File: config.mk
export PLATFORM = sky130hd
export DESIGN_NAME = srate_ratio_est
export DESIGN_NICKNAME = d
export VERILOG_FILES = /design/src/rtl/srr_pkg.sv /design/src/rtl/srr_strobe_chan.sv /design/src/rtl/srr_divider.sv /design/src/rtl/srr_lock.sv /design/src/rtl/srate_ratio_est.sv
export SDC_FILE = /design/constraint.sdc
export NUM_CORES = 1
export LEC_CHECK = 0
export ABC_AREA = 0
export CAP_MARGIN = 10
export CELL_PAD_IN_SITES_DETAIL_PLACEMENT = 0
export CELL_PAD_IN_SITES_GLOBAL_PLACEMENT = 2
export CORE_MARGIN = 4
export CORE_UTILIZATION = 42
export CTS_BUF_LIST = sky130_fd_sc_hd__clkbuf_16
export DETAILED_ROUTE_END_ITERATION = 12
export PLACE_DENSITY = 0.81
export SLEW_MARGIN = 20
export SYNTH_ARGS = -nofsm -noshare
export SYNTH_HDL_FRONTEND = slang
export SYNTH_SLANG_ARGS = --single-unit
File: constraint.sdc
create_clock -name clk -period 3.8 [get_ports clk]
set_clock_uncertainty 0.15 [all_clocks]
set_input_delay 0.76 -clock clk [delete_from_list [all_inputs] [get_ports clk]]
set_output_delay 0.76 -clock clk [all_outputs]
set_load 0.03 [all_outputs]
File: src/rtl/srr_pkg.sv
package srr_pkg;

  localparam int CH_IN  = 0;
  localparam int CH_OUT = 1;
  localparam int CH_NUM = 2;

  // magnitude of the difference of two unsigned measurements
  function automatic int unsigned srr_absdiff(input int unsigned a, input int unsigned b);
    return (a > b) ? (a - b) : (b - a);
  endfunction

  // two measurements agree when they differ by at most tol LSB
  function automatic logic srr_agree(input int unsigned a, input int unsigned b,
                                     input int unsigned tol);
    return srr_absdiff(a, b) <= tol;
  endfunction

endpackage

File: src/rtl/srr_strobe_chan.sv
module srr_strobe_chan #(
  parameter int WIN_LOG2 = 8,
  parameter int CNT_W    = 24,
  parameter int TO_CYC   = 65536
) (
  input  logic             clk,
  input  logic             rst_n,
  input  logic             strobe_raw,
  output logic             win_done,
  output logic [CNT_W-1:0] win_cycles,
  output logic             absent
);
  localparam int TO_W = $clog2(TO_CYC + 1);
  localparam logic [TO_W-1:0]     TO_LAST   = TO_W'(TO_CYC - 1);
  localparam logic [TO_W-1:0]     TO_CAP    = TO_W'(TO_CYC);
  localparam logic [WIN_LOG2-1:0] EDGE_LAST = '1;
  localparam logic [CNT_W-1:0]    WIN_MIN   = CNT_W'(2 ** WIN_LOG2);

  logic [2:0]          sync_sh;
  logic                edge_hit;
  logic                going_absent;
  logic [TO_W-1:0]     idle_q;
  logic                primed_q;
  logic [WIN_LOG2-1:0] edge_cnt_q;
  logic [CNT_W-1:0]    acc_q;
  logic [CNT_W-1:0]    win_q;
  logic                done_q;
  logic                absent_q;

  // two-flop synchronizer plus one history flop for the edge detector
  always_ff @(posedge clk or negedge rst_n) begin
    if (!rst_n) sync_sh <= '0;
    else        sync_sh <= {sync_sh[1:0], strobe_raw};
  end

  assign edge_hit     = sync_sh[1] & ~sync_sh[2];
  assign going_absent = !edge_hit && (idle_q == TO_LAST);

  // quiet-time counter, caps so that the absence pulse fires once
  always_ff @(posedge clk or negedge rst_n) begin
    if (!rst_n) begin
      idle_q   <= '0;
      absent_q <= 1'b0;
    end else begin
      absent_q <= going_absent;
      if (edge_hit)              idle_q <= '0;
      else if (idle_q != TO_CAP) idle_q <= idle_q + 1'b1;
    end
  end

  // window accumulator: acc holds cycles since the last window boundary edge
  always_ff @(posedge clk or negedge rst_n) begin
    if (!rst_n) begin
      primed_q   <= 1'b0;
      edge_cnt_q <= '0;
      acc_q      <= '0;
      win_q      <= '0;
      done_q     <= 1'b0;
    end else begin
      done_q <= 1'b0;
      if (going_absent) begin
        primed_q   <= 1'b0;
        edge_cnt_q <= '0;
        acc_q      <= '0;
      end else if (edge_hit) begin
        if (!primed_q) begin
          primed_q   <= 1'b1;
          acc_q      <= CNT_W'(1);
          edge_cnt_q <= '0;
        end else if (edge_cnt_q == EDGE_LAST) begin
          win_q      <= acc_q;
          done_q     <= 1'b1;
          acc_q      <= CNT_W'(1);
          edge_cnt_q <= '0;
        end else begin
          acc_q      <= acc_q + 1'b1;
          edge_cnt_q <= edge_cnt_q + 1'b1;
        end
      end else if (primed_q) begin
        acc_q <= acc_q + 1'b1;
      end
    end
  end

  assign win_done   = done_q;
  assign win_cycles = win_q;
  assign absent     = absent_q;

  AST_WIN_FOLLOWS_EDGE: assert property (@(posedge clk) disable iff (!rst_n)
    win_done |-> $past(edge_hit));
  AST_WIN_SPAN_MIN: assert property (@(posedge clk) disable iff (!rst_n)
    win_done |-> (win_cycles >= WIN_MIN));

endmodule

File: src/rtl/srr_divider.sv
module srr_divider #(
  parameter int CNT_W  = 24,
  parameter int FRAC_W = 11,
  parameter int Q_W    = 16
) (
  input  logic             clk,
  input  logic             rst_n,
  input  logic             start,
  input  logic [CNT_W-1:0] num,
  input  logic [CNT_W-1:0] den,
  output logic             busy,
  output logic             done,
  output logic [Q_W-1:0]   result
);
  localparam int DVD_W  = CNT_W + FRAC_W;
  localparam int STEP_W = $clog2(DVD_W + 1);
  localparam logic [STEP_W-1:0] LAST_STEP = STEP_W'(DVD_W - 1);

  // clamp the full-width quotient into the reported width
  function automatic logic [Q_W-1:0] clamp_quot(input logic [DVD_W-1:0] q);
    if (|q[DVD_W-1:Q_W]) return '1;
    return q[Q_W-1:0];
  endfunction

  logic              busy_q;
  logic              done_q;
  logic [STEP_W-1:0] step_q;
  logic [CNT_W:0]    rem_q;
  logic [DVD_W-1:0]  dvd_q;
  logic [DVD_W-1:0]  quo_q;
  logic [CNT_W-1:0]  den_q;
  logic [Q_W-1:0]    res_q;

  logic [CNT_W:0]    rem_sh;
  logic              fits;
  logic [CNT_W:0]    rem_nx;
  logic [DVD_W-1:0]  quo_nx;

  // one restoring step per cycle
  always_comb begin
    rem_sh = {rem_q[CNT_W-1:0], dvd_q[DVD_W-1]};
    fits   = rem_sh >= {1'b0, den_q};
    rem_nx = fits ? (rem_sh - {1'b0, den_q}) : rem_sh;
    quo_nx = {quo_q[DVD_W-2:0], fits};
  end

  always_ff @(posedge clk or negedge rst_n) begin
    if (!rst_n) begin
      busy_q <= 1'b0;
      done_q <= 1'b0;
      step_q <= '0;
      rem_q  <= '0;
      dvd_q  <= '0;
      quo_q  <= '0;
      den_q  <= '0;
      res_q  <= '0;
    end else begin
      done_q <= 1'b0;
      if (start && !busy_q) begin
        busy_q <= 1'b1;
        step_q <= '0;
        rem_q  <= '0;
        dvd_q  <= {num, {FRAC_W{1'b0}}};
        quo_q  <= '0;
        den_q  <= den;
      end else if (busy_q) begin
        rem_q  <= rem_nx;
        dvd_q  <= {dvd_q[DVD_W-2:0], 1'b0};
        quo_q  <= quo_nx;
        step_q <= step_q + 1'b1;
        if (step_q == LAST_STEP) begin
          busy_q <= 1'b0;
          done_q <= 1'b1;
          res_q  <= clamp_quot(quo_nx);
        end
      end
    end
  end

  assign busy   = busy_q;
  assign done   = done_q;
  assign result = res_q;

  AST_DIV_NO_RESTART: assert property (@(posedge clk) disable iff (!rst_n)
    busy |-> !start);
  AST_DIV_DEN_NONZERO: assert property (@(posedge clk) disable iff (!rst_n)
    start |-> (den != '0));

endmodule

File: src/rtl/srr_lock.sv
module srr_lock
  import srr_pkg::*;
#(
  parameter int Q_W    = 16,
  parameter int FRAC_W = 11,
  parameter int TOL    = 2
) (
  input  logic           clk,
  input  logic           rst_n,
  input  logic           meas_done,
  input  logic [Q_W-1:0] meas,
  input  logic           absent_any,
  output logic [Q_W-1:0] ratio_q,
  output logic           ratio_hi,
  output logic           ready_n
);
  logic [Q_W-1:0] prev_q;
  logic           have_prev_q;
  logic [Q_W-1:0] ratio_r;
  logic           hi_r;
  logic           ready_n_r;
  logic           agree;

  assign agree = srr_agree(32'(meas), 32'(prev_q), 32'(TOL));

  always_ff @(posedge clk or negedge rst_n) begin
    if (!rst_n) begin
      prev_q      <= '0;
      have_prev_q <= 1'b0;
      ratio_r     <= '0;
      hi_r        <= 1'b0;
      ready_n_r   <= 1'b1;
    end else if (absent_any) begin
      have_prev_q <= 1'b0;
      ready_n_r   <= 1'b1;
    end else if (meas_done) begin
      ratio_r     <= meas;
      hi_r        <= (meas[Q_W-1:FRAC_W] == '0);
      prev_q      <= meas;
      have_prev_q <= 1'b1;
      ready_n_r   <= !(have_prev_q && agree);
    end
  end

  assign ratio_q  = ratio_r;
  assign ratio_hi = hi_r;
  assign ready_n  = ready_n_r;

  AST_READY_AFTER_MEAS: assert property (@(posedge clk) disable iff (!rst_n)
    $fell(ready_n) |-> $past(meas_done));
  AST_DROP_ON_ABSENT: assert property (@(posedge clk) disable iff (!rst_n)
    absent_any |=> ready_n);
  AST_HOLD_RATIO: assert property (@(posedge clk) disable iff (!rst_n)
    !meas_done |=> ($stable(ratio_q) && $stable(ratio_hi)));

endmodule

File: src/rtl/srate_ratio_est.sv
module srate_ratio_est
  import srr_pkg::*;
#(
  parameter int WIN_LOG2 = 8,
  parameter int INT_W    = 5,
  parameter int FRAC_W   = 11,
  parameter int TO_CYC   = 65536,
  parameter int LOCK_TOL = 2
) (
  input  logic              clk,
  input  logic              rst_n,
  input  logic              in_strobe,
  input  logic              out_strobe,
  output logic [INT_W-1:0]  ratio_int,
  output logic [FRAC_W-1:0] ratio_frac,
  output logic              ratio_hi,
  output logic              ready_n
);
  localparam int Q_W   = INT_W + FRAC_W;
  localparam int CNT_W = WIN_LOG2 + $clog2(TO_CYC);

  logic [CH_NUM-1:0] strobe_v;
  logic [CH_NUM-1:0] win_done_v;
  logic [CH_NUM-1:0] absent_v;
  logic [CNT_W-1:0]  win_cyc_v [CH_NUM];
  logic [CH_NUM-1:0] fresh_q;
  logic              div_start;
  logic              div_busy;
  logic              div_done;
  logic [Q_W-1:0]    div_result;
  logic [Q_W-1:0]    ratio_all;

  assign strobe_v[CH_IN]  = in_strobe;
  assign strobe_v[CH_OUT] = out_strobe;

  for (genvar ch = 0; ch < CH_NUM; ch++) begin : g_chan
    srr_strobe_chan #(
      .WIN_LOG2(WIN_LOG2),
      .CNT_W   (CNT_W),
      .TO_CYC  (TO_CYC)
    ) u_chan (
      .clk       (clk),
      .rst_n     (rst_n),
      .strobe_raw(strobe_v[ch]),
      .win_done  (win_done_v[ch]),
      .win_cycles(win_cyc_v[ch]),
      .absent    (absent_v[ch])
    );
  end

  // a divide starts once both channels hold a window not yet used
  assign div_start = (&fresh_q) && !div_busy;

  always_ff @(posedge clk or negedge rst_n) begin
    if (!rst_n) fresh_q <= '0;
    else        fresh_q <= ((fresh_q & ~{CH_NUM{div_start}}) | win_done_v) & ~absent_v;
  end

  srr_divider #(
    .CNT_W (CNT_W),
    .FRAC_W(FRAC_W),
    .Q_W   (Q_W)
  ) u_div (
    .clk   (clk),
    .rst_n (rst_n),
    .start (div_start),
    .num   (win_cyc_v[CH_OUT]),
    .den   (win_cyc_v[CH_IN]),
    .busy  (div_busy),
    .done  (div_done),
    .result(div_result)
  );

  srr_lock #(
    .Q_W   (Q_W),
    .FRAC_W(FRAC_W),
    .TOL   (LOCK_TOL)
  ) u_lock (
    .clk       (clk),
    .rst_n     (rst_n),
    .meas_done (div_done),
    .meas      (div_result),
    .absent_any(|absent_v),
    .ratio_q   (ratio_all),
    .ratio_hi  (ratio_hi),
    .ready_n   (ready_n)
  );

  assign ratio_int  = ratio_all[Q_W-1:FRAC_W];
  assign ratio_frac = ratio_all[FRAC_W-1:0];

  AST_START_NEEDS_WINDOWS: assert property (@(posedge clk) disable iff (!rst_n)
    div_start |-> !(|absent_v));

endmodule

==> reports/metrics.yaml <==
critPathLaunch: "u_lock.prev_q[2]$_DFFE_PN0P_"
first_global_vias: 11980
gp_congestion: 0.8595
ff2ff_path_depth: 11
min_period_ns: 3.578
worst_pin_slew_ns: 0.7025
cts_buffers: 36
nNetsFinal: 1759
yosys_warnings: 0
antenna_cells: 0
status: "completed"
cts.sinks: 309
arrival_ns: 3.88
endpoint: "u_lock.ready_n$_DFFE_PN1P_"
max_cap_violations: 0
antenna_found_initial: 0
syn_area_um2: 16310
crit_type: "reg -> reg"
drtIter0Drc: 561
ctsRootBufferMaster: "clkbuf_16"
synth_edf_count: 0
die_area_um2: 42040
clock_latency_ns: 0.56
cts_tree: "done"
hold_viol_final: 0
mostFrequentLayoutCells: "307 x dfrtp_1, 202 x nand2_1, 153 x o21ai_0"
cp_max_fo: 9
ys.flop_type: "dfrtp_1"
vias_per_cell: 5.344
drtAntennaViolNets: 0
fin_crit_sh_pct: 94.16
io_buffers: 21
synth-seq-area-share_pct: 47.43
hpwl_um: 24550
setup_viol: 0
reg2reg_from: "u_lock.prev_q[2]$_DFFE_PN0P_"
synth_cells: 1658
gr-total-overflow: 0
avgRoutedWirePerCell_um: 15.92
postCtsSetupBuffers: 0
cts.clk_slew.worst_paths_ns: 0.06
power_density_nw_per_um2: 395.2
start_util_pct: 42.89
rsz0062_at_grt: "no"
p_leak_nw: 8.553
drcViolationCount: 0
rr_endpoint: "u_lock.ready_n$_DFFE_PN1P_"
dr.pass1.iters: 4
final_core_utilization_pct: 48.33
die_w_um: 205.0
critPathCaptureType: "register"
wl_um: 35380
ys_async_sr_fraction_pct: 100.0
cts-htree-levels: 2
slew_headroom_pct: 53.17
die_y_um: 205.0
drive_above_1_share_pct: 12.16
grt_pass1_wl_um: 61000
core_um2: 38020
ir_drop_mv: 0.4305
finalSetupTns_ns: 0
rows: 71
grt.total_usage_pct: 17.36
cts_hold_buffers: 0
required_ns: 4.10
start_kind: "register"
area_growth_pct: 12.68
fmax_mhz: 279.5
clockBufferDepth: 3
syn_area_per_cell_um2: 9.835
power_mw: 7.262
r2r_slack_ns: 0.22
grt_max_degree: 87
synth_nets: 1733
vias: 11870
ctsResizeCount: 0
hold_path_class: "in -> async"
yosysUniqueCellTypes: 80
ios: 22
slew_viol_final: 0
layout_commonest_cell: "dfrtp_1"
ys_ff_latch: 309
-- where the power goes --
part	total, mW	switching, mW	internal (mW)
Sequential	3.51	0.122	3.38
Combinational	0.327	0.195	0.132
Clock	3.43	1.41	2.02
-- metal layers --
layer	vias up	track usage, %	share of wire (%)
met5	-	0	0
met4	0	4.976	1.9
met3	43	2.549	3.0
met2	141	27.65	45
met1	5793	24.80	50
li1	5897	-	-
-- registers in the layout (all words and copies together) (netlist names), 16 cells and up --
name and cells:
u_div.dvd_q 24, g_chan.u_chan.win_cycles 48, g_chan.u_chan.acc_q 48, u_lock.prev_q 16, u_div.result 16, g_chan.u_chan.edge_cnt_q 16, u_div.den_q 24, u_div.quo_q 34
g_chan.u_chan.idle_q 34, u_div.rem_q 24
-- layout make-up --
class                   instances  area, um^2
clock buffers                  36       900.9
clock inverters                29       275.3
repair buffers                 56       515.5
well taps                     511       639.4
fillers                      3605       19650
multi-input cells            1200        8003
flip-flops and latches        309        7737
inverters                      81       304.0
-- critical path, stage by stage (launching register included) --
cell,delay [ns]
dfrtp_1,0.37
inv_1,0.07
ha_1,0.42
a21oi_1,0.30
a211oi_1,0.16
a2111oi_4,0.40
a21oi_2,0.15
a41o_1,0.26
o311a_1,0.29
or3_1,0.37
a2111oi_2,0.46
nor2_1,0.07
-- synth_stat cells, drive strengths merged, types with 12 or more instances --
cell type	number	area [um^2]
xnor2	29	254.0
nand4	32	215.2
and3	26	162.7
mux2	86	968.4
o21ai	155	779.5
or3	15	93.84
ha	68	850.8
clkbuf	48	180.2
nand3	52	260.3
buf	20	132.6
mux2i	46	460.4
a211oi	12	95.09
nor2b	13	81.33
o22a	17	148.9
a21o	16	120.1
inv	81	304.0
nor4	19	140.1
nand2	203	762.0
a21oi	64	346.6
dfrtp	308	7707
xor2	55	481.7
nor3	18	90.09
nor2	136	510.5
-- cell families after synthesis --
group	after synthesis	share of synthesized area [%]
AO/OA/AOI/OAI	357	13.92
AND/OR/NAND/NOR	556	16.01
adder cells (fa/ha/maj)	71	5.586
multiplexers	132	8.762
XOR/XNOR	84	4.512
flip-flops	309	47.43
buffers and inverters	149	3.783
-- worst min path at each step --
stage                                                     start                                     end  slack [ns]  cells past startpoint
final                                                     rst_n   g_chan[0].u_chan.sync_sh[0]$_DFF_PN0_        0.09                      1
after global routing                                      rst_n   g_chan[0].u_chan.sync_sh[0]$_DFF_PN0_        0.14                      1
after CTS                                                 rst_n  g_chan[0].u_chan.idle_q[8]$_DFFE_PN0P_        0.10                      1
after detailed placement  g_chan[0].u_chan.sync_sh[0]$_DFF_PN0_   g_chan[0].u_chan.sync_sh[1]$_DFF_PN0_        0.19                      0
after global placement    g_chan[1].u_chan.sync_sh[0]$_DFF_PN0_   g_chan[1].u_chan.sync_sh[1]$_DFF_PN0_        0.19                      0
after floorplan           g_chan[0].u_chan.sync_sh[0]$_DFF_PN0_   g_chan[0].u_chan.sync_sh[1]$_DFF_PN0_        0.18                      0
-- per-stage QoR --
step	hold slack, ns	instances	setup slack, ns	instance area, um^2
after floorplan	0.1812	1658	0.2696	16310
after global placement	0.1880	2157	0.2948	17190
after detailed placement	0.1856	2157	0.2259	17190
after CTS	0.1037	2222	0.2128	18370
after global routing	0.1385	2222	0.01044	18380
final	0.08943	2222	0.2218	18380
Note: power is estimated with default switching activity, not from simulation.
